===== src/rtl/irq_hub_pkg.sv =====
package irq_hub_pkg;

    localparam int unsigned BUS_W  = 32;
    localparam int unsigned ADDR_W = 3;

    typedef enum logic [ADDR_W-1:0] {
        WORD_STATUS = 3'd0,
        WORD_PEND   = 3'd1,
        WORD_EN     = 3'd2,
        WORD_ACK    = 3'd3,
        WORD_EN_SET = 3'd4,
        WORD_EN_CLR = 3'd5,
        WORD_VEC    = 3'd6,
        WORD_MASTER = 3'd7
    } word_t;

    localparam logic [BUS_W-1:0] NO_VECTOR = '1;

endpackage


===== src/rtl/irq_hub_sync.sv =====
module irq_hub_sync #(
    parameter int unsigned N_SRC       = 32,
    parameter int unsigned SYNC_STAGES = 2
) (
    input  logic             clk,
    input  logic             rst_n,
    input  logic [N_SRC-1:0] raw_i,
    output logic [N_SRC-1:0] sync_o
);

    logic [N_SRC-1:0] stg_d [SYNC_STAGES];
    logic [N_SRC-1:0] stg_q [SYNC_STAGES];

    always_comb begin
        stg_d[0] = raw_i;
        for (int k = 1; k < SYNC_STAGES; k++) begin
            stg_d[k] = stg_q[k-1];
        end
    end

    generate
        for (genvar g = 0; g < SYNC_STAGES; g++) begin : g_stage
            always_ff @(posedge clk) begin
                if (!rst_n) stg_q[g] <= '0;
                else        stg_q[g] <= stg_d[g];
            end
        end
    endgenerate

    assign sync_o = stg_q[SYNC_STAGES-1];

endmodule


===== src/rtl/irq_hub_capture.sv =====
module irq_hub_capture #(
    parameter int unsigned N_SRC     = 32,
    parameter logic [31:0] EDGE_MASK = 32'h0000_FFFF
) (
    input  logic             clk,
    input  logic             rst_n,
    input  logic [N_SRC-1:0] sync_i,
    output logic [N_SRC-1:0] set_o
);

    logic [N_SRC-1:0] prev_d, prev_q;

    always_comb begin
        prev_d = sync_i;
    end

    always_ff @(posedge clk) begin
        if (!rst_n) prev_q <= '0;
        else        prev_q <= prev_d;
    end

    generate
        for (genvar g = 0; g < N_SRC; g++) begin : g_src
            if (EDGE_MASK[g]) begin : g_edge
                assign set_o[g] = sync_i[g] & ~prev_q[g];
            end else begin : g_level
                assign set_o[g] = sync_i[g];
            end
        end
    endgenerate

endmodule


===== src/rtl/irq_hub_prio.sv =====
module irq_hub_prio #(
    parameter int unsigned N_SRC = 32,
    localparam int unsigned IDX_W = (N_SRC > 1) ? $clog2(N_SRC) : 1
) (
    input  logic [N_SRC-1:0] req_i,
    output logic             hit_o,
    output logic [IDX_W-1:0] idx_o
);

    always_comb begin
        hit_o = 1'b0;
        idx_o = '0;
        for (int i = N_SRC - 1; i >= 0; i--) begin
            if (req_i[i]) begin
                hit_o = 1'b1;
                idx_o = IDX_W'(i);
            end
        end
    end

endmodule


===== src/rtl/irq_hub.sv =====
module irq_hub
    import irq_hub_pkg::*;
#(
    parameter int unsigned N_SRC       = 32,
    parameter logic [31:0] EDGE_MASK   = 32'h0000_FFFF,
    parameter int unsigned SYNC_STAGES = 2
) (
    input  logic                 clk,
    input  logic                 rst_n,
    input  logic [N_SRC-1:0]     src_i,
    input  logic                 bus_we,
    input  logic                 bus_re,
    input  logic [ADDR_W-1:0]    bus_addr,
    input  logic [BUS_W-1:0]     bus_wdata,
    output logic [BUS_W-1:0]     bus_rdata,
    output logic                 irq_o
);

    localparam int unsigned IDX_W = (N_SRC > 1) ? $clog2(N_SRC) : 1;

    typedef struct packed {
        logic [N_SRC-1:0] status;
        logic [N_SRC-1:0] enable;
        logic [1:0]       master;
        logic [BUS_W-1:0] rdata;
    } regs_t;

    regs_t st_d, st_q;

    logic [N_SRC-1:0] sync_w;
    logic [N_SRC-1:0] set_w;
    logic [N_SRC-1:0] pend_w;
    logic [N_SRC-1:0] en_w;
    logic [N_SRC-1:0] status_w;
    logic [1:0]       master_w;
    logic             vec_hit;
    logic [IDX_W-1:0] vec_idx;

    irq_hub_sync #(
        .N_SRC      (N_SRC),
        .SYNC_STAGES(SYNC_STAGES)
    ) i_sync (
        .clk   (clk),
        .rst_n (rst_n),
        .raw_i (src_i),
        .sync_o(sync_w)
    );

    irq_hub_capture #(
        .N_SRC    (N_SRC),
        .EDGE_MASK(EDGE_MASK)
    ) i_capture (
        .clk   (clk),
        .rst_n (rst_n),
        .sync_i(sync_w),
        .set_o (set_w)
    );

    irq_hub_prio #(
        .N_SRC(N_SRC)
    ) i_prio (
        .req_i(pend_w),
        .hit_o(vec_hit),
        .idx_o(vec_idx)
    );

    assign en_w     = st_q.enable;
    assign status_w = st_q.status;
    assign master_w = st_q.master;
    assign pend_w   = st_q.status & st_q.enable;
    assign irq_o    = (|pend_w) & st_q.master[0] & st_q.master[1];

    always_comb begin
        logic [N_SRC-1:0] ack_mask;
        logic [N_SRC-1:0] wmask;
        logic [BUS_W-1:0] rd;

        st_d  = st_q;
        wmask = bus_wdata[N_SRC-1:0];

        ack_mask = '0;
        if (bus_we && word_t'(bus_addr) == WORD_ACK) begin
            ack_mask = wmask;
        end
        // capture wins over acknowledge in the same cycle
        st_d.status = (st_q.status & ~ack_mask) | set_w;

        if (bus_we) begin
            unique case (word_t'(bus_addr))
                WORD_EN:     st_d.enable = wmask;
                WORD_EN_SET: st_d.enable = st_q.enable | wmask;
                WORD_EN_CLR: st_d.enable = st_q.enable & ~wmask;
                WORD_MASTER: st_d.master = bus_wdata[1:0];
                default:     ;
            endcase
        end

        rd = '0;
        unique case (word_t'(bus_addr))
            WORD_STATUS: rd[N_SRC-1:0] = st_q.status;
            WORD_PEND:   rd[N_SRC-1:0] = pend_w;
            WORD_EN:     rd[N_SRC-1:0] = st_q.enable;
            WORD_VEC:    begin
                if (vec_hit) rd[IDX_W-1:0] = vec_idx;
                else         rd = NO_VECTOR;
            end
            WORD_MASTER: rd[1:0] = st_q.master;
            default:     rd = '0;
        endcase
        if (bus_re) begin
            st_d.rdata = rd;
        end
    end

    always_ff @(posedge clk) begin
        if (!rst_n) st_q <= '0;
        else        st_q <= st_d;
    end

    assign bus_rdata = st_q.rdata;

endmodule


===== config.mk =====
export PLATFORM = sky130hd
export DESIGN_NAME = irq_hub
export DESIGN_NICKNAME = d
export VERILOG_FILES = /design/src/rtl/irq_hub_pkg.sv /design/src/rtl/irq_hub_sync.sv /design/src/rtl/irq_hub_capture.sv /design/src/rtl/irq_hub_prio.sv /design/src/rtl/irq_hub.sv
export SDC_FILE = /design/constraint.sdc
export NUM_CORES = 1
export LEC_CHECK = 0
export ABC_CLOCK_PERIOD_IN_PS = 2050
export BUFFER_PORTS_ARGS = -buffer_cell sky130_fd_sc_hd__buf_2
export CORE_ASPECT_RATIO = 0.8
export CORE_UTILIZATION = 50
export CTS_CLUSTER_SIZE = 25
export DETAILED_ROUTE_END_ITERATION = 10
export HOLD_SLACK_MARGIN = 0.03
export PLACE_DENSITY = 0.77
export SYNTH_ARGS = -nofsm -noshare
export SYNTH_HDL_FRONTEND = slang
export SYNTH_SLANG_ARGS = --single-unit

===== constraint.sdc =====
create_clock -name clk -period 2.05 [get_ports clk]
set_input_delay 0.205 -clock clk [delete_from_list [all_inputs] [get_ports clk]]
set_output_delay 0.205 -clock clk [all_outputs]
set_load 0.03 [all_outputs]

After elaboration in Yosys (flattened, before gate mapping)
Memories as Yosys holds them, arrays and structs flattened.
Index checks and enable logic that the tools add are counted.

word-level totals
  RAM bits = 64
  output and inout bits = 33
  register bits = 114
  memories = 1
  word-level logic and storage cells = 136

operators by class
  bitwise operators = 43
  mux-type cells = 74
  reduce and logical (&&, ||, !) cells = 6
  eq/ne operators = 7

memories
  memory        words  width  read ports  clocked after Yosys merged registers in  wr ports  RTL line            source
  i_sync.stg_q  2      32     2           0                                        2         irq_hub_sync.sv:12  logic [N_SRC-1:0] stg_q [SYNC_STAGES];

operators by type and width
  cell                number
  $mux 5              33
  $pmux 30 s4         1
  $and 32x32->32      3
  $mux 32             3
  $pmux 32 s3         1
  $not 32->32         2
  $or 32x32->32       2
  $mux 1              34
  $reduce_or 32->1    1
  $mux 27             1
  $and 1x1->1         18
  $not 1->1           16
  $eq 3x3->1 const B  4
  $pmux 2 s5          1
  $eq 3x2->1 const B  2
  $reduce_and 2->1    2
  $eq 3x1->1 const B  1
  $logic_not 3->1     1
  $reduce_bool 3->1   1
  $or 1x1->1          2
  $logic_and 1x1->1   1

Longest topological paths before layout
  depth in word-level cells = 35
  gate-level depth with buffers = 9
  mapped depth without buffers = 6

By module
From an unflattened synthesis, not the netlist that was laid out.

second synthesis, totals
  cells, all modules = 904
  area total of the unflattened synthesis = 8039.0 µm²

by module, submodules not included
  module           cells each  times used  sequential area each (µm²)  area an instance (µm²)
  irq_hub          640         1           1961.9                      5225.0
  irq_hub_sync     134         1           1281.2                      1791.7
  irq_hub_capture  65          1           320.3                       651.9
  irq_hub_prio     65          1           0.0                         370.4

Least setup slack after synthesis
No wires, ideal clock.

  path kind = flip-flop to flip-flop
  start point = register st_q, in the netlist status_w[16]
  end point = register st_q, in the netlist bus_rdata[22]
  setup slack = -69 ps
  period minus slack after synthesis = 2119 ps
  buffers on the path = 1
  arrival time = 2049 ps
  stages on the path, launching flop included = 8
  library setup time = 70 ps
  path through = dfxtp_1 -> a22o_1 -> or4_4 -> or4_4 -> nor2_8 -> buf_6 -> nor2_1 -> o21ai_2

on the way
  longest elaborated chain between the ends = 20

ends and longest elaborated chain
  what                    RTL line            source
  start, declared         irq_hub.sv:28       regs_t st_d, st_q;
  start signal, assigned  irq_hub.sv:117      else st_q <= st_d;
  $and 32x32->32          irq_hub.sv:70       assign pend_w = st_q.status & st_q.enable;
  $mux 1 (17 in series)   irq_hub_prio.sv:14  if (req_i[i]) begin
  $mux 27                 irq_hub.sv:104      if (vec_hit) rd[IDX_W-1:0] = vec_idx;
  $pmux 30 s4             irq_hub.sv:99       unique case (word_t'(bus_addr))

No other way between the ends.
A chain may end at the register's enable or synchronous reset.

Worst setup path in the final report
  start point = register st_q, in the netlist en_w[18]
  end point = output port irq_o

on the way
  longest elaborated chain between the ends = 4

ends and longest elaborated chain
  what                       RTL line       source
  $and 32x32->32             irq_hub.sv:70
  $reduce_or 32->1           irq_hub.sv:71  assign irq_o = (|pend_w) & st_q.master[0] & st_q.master[1];
  $and 1x1->1 (2 in series)  irq_hub.sv:71
  end, declared              irq_hub.sv:16  output logic irq_o

No other way between the ends.

==> flow_metrics.py <==
metrics = {
    "run_status": {
        "status": "complete, but fails checks",
        "failing_checks": "setup timing",
    },
    "cts": {
        "cts_buf_count": 17,
        "root_buffer": "sky130_fd_sc_hd__clkbuf_16",
        "clock_latency_reported_for_the_late_side_of_the_worst_skew_pair_ps": 430,
        "tritoncts": "yes",
        "path_clk_slew_ps": 70,
        "max-clock-path-buffers": 2,
        "cts.htree.levels": 4,
        "tritoncts_num_sinks": 178,
    },
    "global_routing": {
        "gr-usage-met2_pct": 41.27,
        "gr-total-overflow": 0,
        "global_route.peak_usage_layer": "met2",
        "pin_count_of_the_biggest_net_entering_global_routing": 153,
        "grtUsageMet1_pct": 36.55,
        "via_count_of_the_first_global_routing_pass": 6195,
        "number_of_antenna_violations_at_the_first_check_in_global_routing": 3,
        "grt_pass1_wl_um": 30980,
        "gr_util_met3_pct": 6.996,
        "gr-usage-all-layers_pct": 27.00,
    },
    "worst_setup_path": {
        "crit-reg2reg-launch": "en_w[18]",
        "reg2reg_depth": 10,
        "path_max_fanout": 2,
        "cp_data_required_time_ps": 1850,
        "crit_type": "flip-flop to output pin",
        "timing.rr.end": "bus_rdata[27]",
        "setup.worst_path.start_class": "flip-flop",
        "flop_to_flop_setup_slack_ps": -440,
        "timing.critical_path.to_type": "output pin",
        "cp_data_arrival_time_ps": 2330,
    },
    "power": {
        "leakagePower_uw": 0.003810,
        "total_switching_power_uw": 2005,
        "clock_power_share_pct": 41.7,
        "power.density_nw_per_um2": 811.7,
        "peakVddDrop_mv": 0.6241,
        "p_seq_share_pct": 47.5,
        "internal-power_uw": 5735,
        "portion_of_total_power_attributed_to_combinational_logic_pct": 10.8,
        "fraction_of_power_spent_switching_nets_pct": 25.91,
    },
    "placement": {
        "io_buffers": 103,
        "dp_hpwl_um": 12790,
        "dp_worst_setup_slack_ps": -178.8,
        "dpl_cell_area_um2": 8474,
        "gp_congestion": 0.9256,
    },
    "synth": {
        "ys_top_cells_by_area": "sky130_fd_sc_hd__dfxtp_1 49%, sky130_fd_sc_hd__nor2b_1 10%, sky130_fd_sc_hd__and2_1 7.1%, sky130_fd_sc_hd__nand2_1 6.0%, sky130_fd_sc_hd__o21ai_0 5.4%",
        "synth_xor_area_share_pct": 0,
        "synth-async-reset-ratio_pct": 0,
        "ys_top_cells_by_count": "178 x sky130_fd_sc_hd__dfxtp_1, 118 x sky130_fd_sc_hd__nor2b_1, 117 x sky130_fd_sc_hd__nand2_1",
        "post_synth_fa_ha_maj_area_fraction_pct": 0,
        "synth-edff-count": 0,
        "syn_nets": 927,
        "synthCells": 856,
        "ys_dominant_reg_cell": "sky130_fd_sc_hd__dfxtp_1",
        "muxShareOfSynthArea_pct": 0,
        "synthMostInstantiatedCell": "sky130_fd_sc_hd__dfxtp_1",
        "syn-mean-instance-area_um2": 8.529,
        "yosys_warnings": 0,
        "synth.yosys.seq_area_share_pct": 48.81,
        "netlist.area_leader.share_pct": 48.81,
        "yosysUniqueCellTypes": 43,
        "synth_top_family_by_area": "simple AND/OR/NAND/NOR gates",
        "synthSimpleGateAreaFrac_pct": 26.79,
        "ys_ff_latch": 178,
        "synthesis.area_um2": 7301,
        "synth_compound_area_share_pct": 21.47,
        "yosys.area.top_type": "sky130_fd_sc_hd__dfxtp_1",
    },
    "sta": {
        "report.final.slew_viol_count": 0,
        "timing.final.crit_share_pct": 123.4,
        "max_freq_mhz": 395.3,
        "finalHoldViolations": 0,
        "timing.final.setup_violations": 30,
        "hold_slack_ps": 64.49,
        "rsz0062_at_grt": "true",
        "max-slew-margin-rel_pct": 65.18,
        "finClkSkew_ps": 14.02,
        "worst_slack_ps": -480.0,
        "timing_worst_slew_pin_value_ps": 522.3,
        "post-route-min-period_ps": 2530,
    },
    "layout": {
        "finalInstanceArea_um2": 9535,
        "fraction_of_layout_instances_using_a_drive_strength_above_1_pct": 22.95,
        "areaGrowthSynthToFinish_pct": 30.61,
        "nNetsFinal": 1117,
        "layout.core_utilization_pct": 66.92,
    },
    "drt": {
        "drt_iter0_drc": 573,
        "wl_per_cell_um": 15.60,
        "routed_via_density": 5.357,
        "drt_drc_violations_left": 0,
        "drt-pass1-iter-count": 5,
        "wl_um": 19420,
        "vias": 6669,
        "postRouteAntennaNets": 0,
    },
    "die": {
        "pin_count": 104,
        "die_y_um": 110.1,
        "die_width_um": 137.1,
        "placementRows": 39,
        "die_area_um2": 15090,
        "initial_core_util_pct": 51.24,
        "core_area_um2": 14250,
    },
    "hold_path": {
        "hold-path-endpoint": "master_w[0]",
        "hold_depth": 3,
        "min-delay-start": "bus_wdata[0]",
        "hold_path_class": "input port to flip-flop",
    },
    "run": {
        "cap_violations": 0,
    },
}
[state kept, by name (all words and copies together) (netlist names)]
signal	flops
en_w	32
master_w	2
status_w	32
i_sync.stg_q	64
bus_rdata	32
i_capture.prev_q	16
[worst max-delay path, stage by stage (launching register included)]
cell and delay, ps:
sky130_fd_sc_hd__dfxtp_2 320, sky130_fd_sc_hd__a22o_1 250, sky130_fd_sc_hd__or4_4 530, sky130_fd_sc_hd__or4_4 470
sky130_fd_sc_hd__nor2_4 110, sky130_fd_sc_hd__a21oi_2 70, sky130_fd_sc_hd__buf_6 140
[stage by stage]
step	instances	TNS, ps	total power, uW
global placement	1170	-962.8	4460
floorplan	856	-660.1	4159
detailed placement	1170	-2128	4480
finish	1245	-11530	7740
CTS	1242	-11940	7766
global route	1244	-13450	8042
[cells by family after synthesis]
kind of cell,Yosys count
AOI/OAI and AO/OA,254
buffers and inverters,53
DFF,178
and+or+nand+nor,371
[repair_timing]
item / in CTS / in global routing
resized for setup: 8 / 10
setup buffers: 6 / 1
setup endpoints to repair: 29 / 30
hold endpoints to repair: 32 / 0
pin swaps: 7 / 3
hold buffers: 32 / 0
cloned: 2 / 0
[power groups by stage]
stage | combinational, uW | sequential [uW] | clock, uW
after floorplan | 385 | 3770 | 0
after global placement | 715 | 3750 | 0
after detailed placement | 731 | 3750 | 0
after CTS | 816 | 3670 | 3280
after global routing | 910 | 3690 | 3440
final | 838 | 3670 | 3230
[area by class of cell]
class | instances | area (um2)
fill | 1129 | 4713
sequential | 178 | 3567
multi-input combinational | 625 | 3541
timing repair buffer | 222 | 1590
clock buffer | 17 | 425.4
tap | 184 | 230.2
clock inverter | 15 | 168.9
inverter | 2 | 7.507
antenna | 2 | 5.005
[routing by layer]
metal	up-vias	share of wire, %
li1	3309	-
met1	3037	45
met2	288	44
met3	33	8.8
met4	2	2.2
met5	-	0.067
[layout by cell type, fill, tap and decap left out, types with 3 or more instances in the layout]
cell type and n:
sky130_fd_sc_hd__o21ai_2 10, sky130_fd_sc_hd__dlygate4sd3_1 32, sky130_fd_sc_hd__clkbuf_16 18, sky130_fd_sc_hd__o21ai_0 72, sky130_fd_sc_hd__buf_6 3, sky130_fd_sc_hd__a32o_1 3, sky130_fd_sc_hd__o21ai_1 17, sky130_fd_sc_hd__a21oi_1 68
sky130_fd_sc_hd__a21boi_0 5, sky130_fd_sc_hd__buf_2 102, sky130_fd_sc_hd__nand3_1 3, sky130_fd_sc_hd__nor2_1 36, sky130_fd_sc_hd__nand2_1 117, sky130_fd_sc_hd__nor2b_1 117, sky130_fd_sc_hd__buf_4 79, sky130_fd_sc_hd__nand2b_1 3
sky130_fd_sc_hd__inv_6 4, sky130_fd_sc_hd__a32oi_1 3, sky130_fd_sc_hd__and2_1 83, sky130_fd_sc_hd__a22o_1 9, sky130_fd_sc_hd__dfxtp_2 3, sky130_fd_sc_hd__a22oi_1 42, sky130_fd_sc_hd__inv_8 4, sky130_fd_sc_hd__a221oi_1 3
sky130_fd_sc_hd__dfxtp_1 175, sky130_fd_sc_hd__buf_12 4
[worst max path at each step]
| stage | start | end | slack, ps | cells after the start |
|---|---|---|---|---|
| 6_report | en_w[18] | irq_o | -480 | 6 |
| 3_5_place_dp | status_w[16] | irq_o | -180 | 6 |
| 2_1_floorplan | status_w[16] | bus_rdata[22] | -40 | 7 |
| 4_1_cts | en_w[22] | irq_o | -580 | 6 |
| 3_3_place_gp | status_w[16] | irq_o | -150 | 6 |
| 5_1_grt | en_w[18] | irq_o | -530 | 6 |
Note: power is estimated with default switching activity, not from simulation.
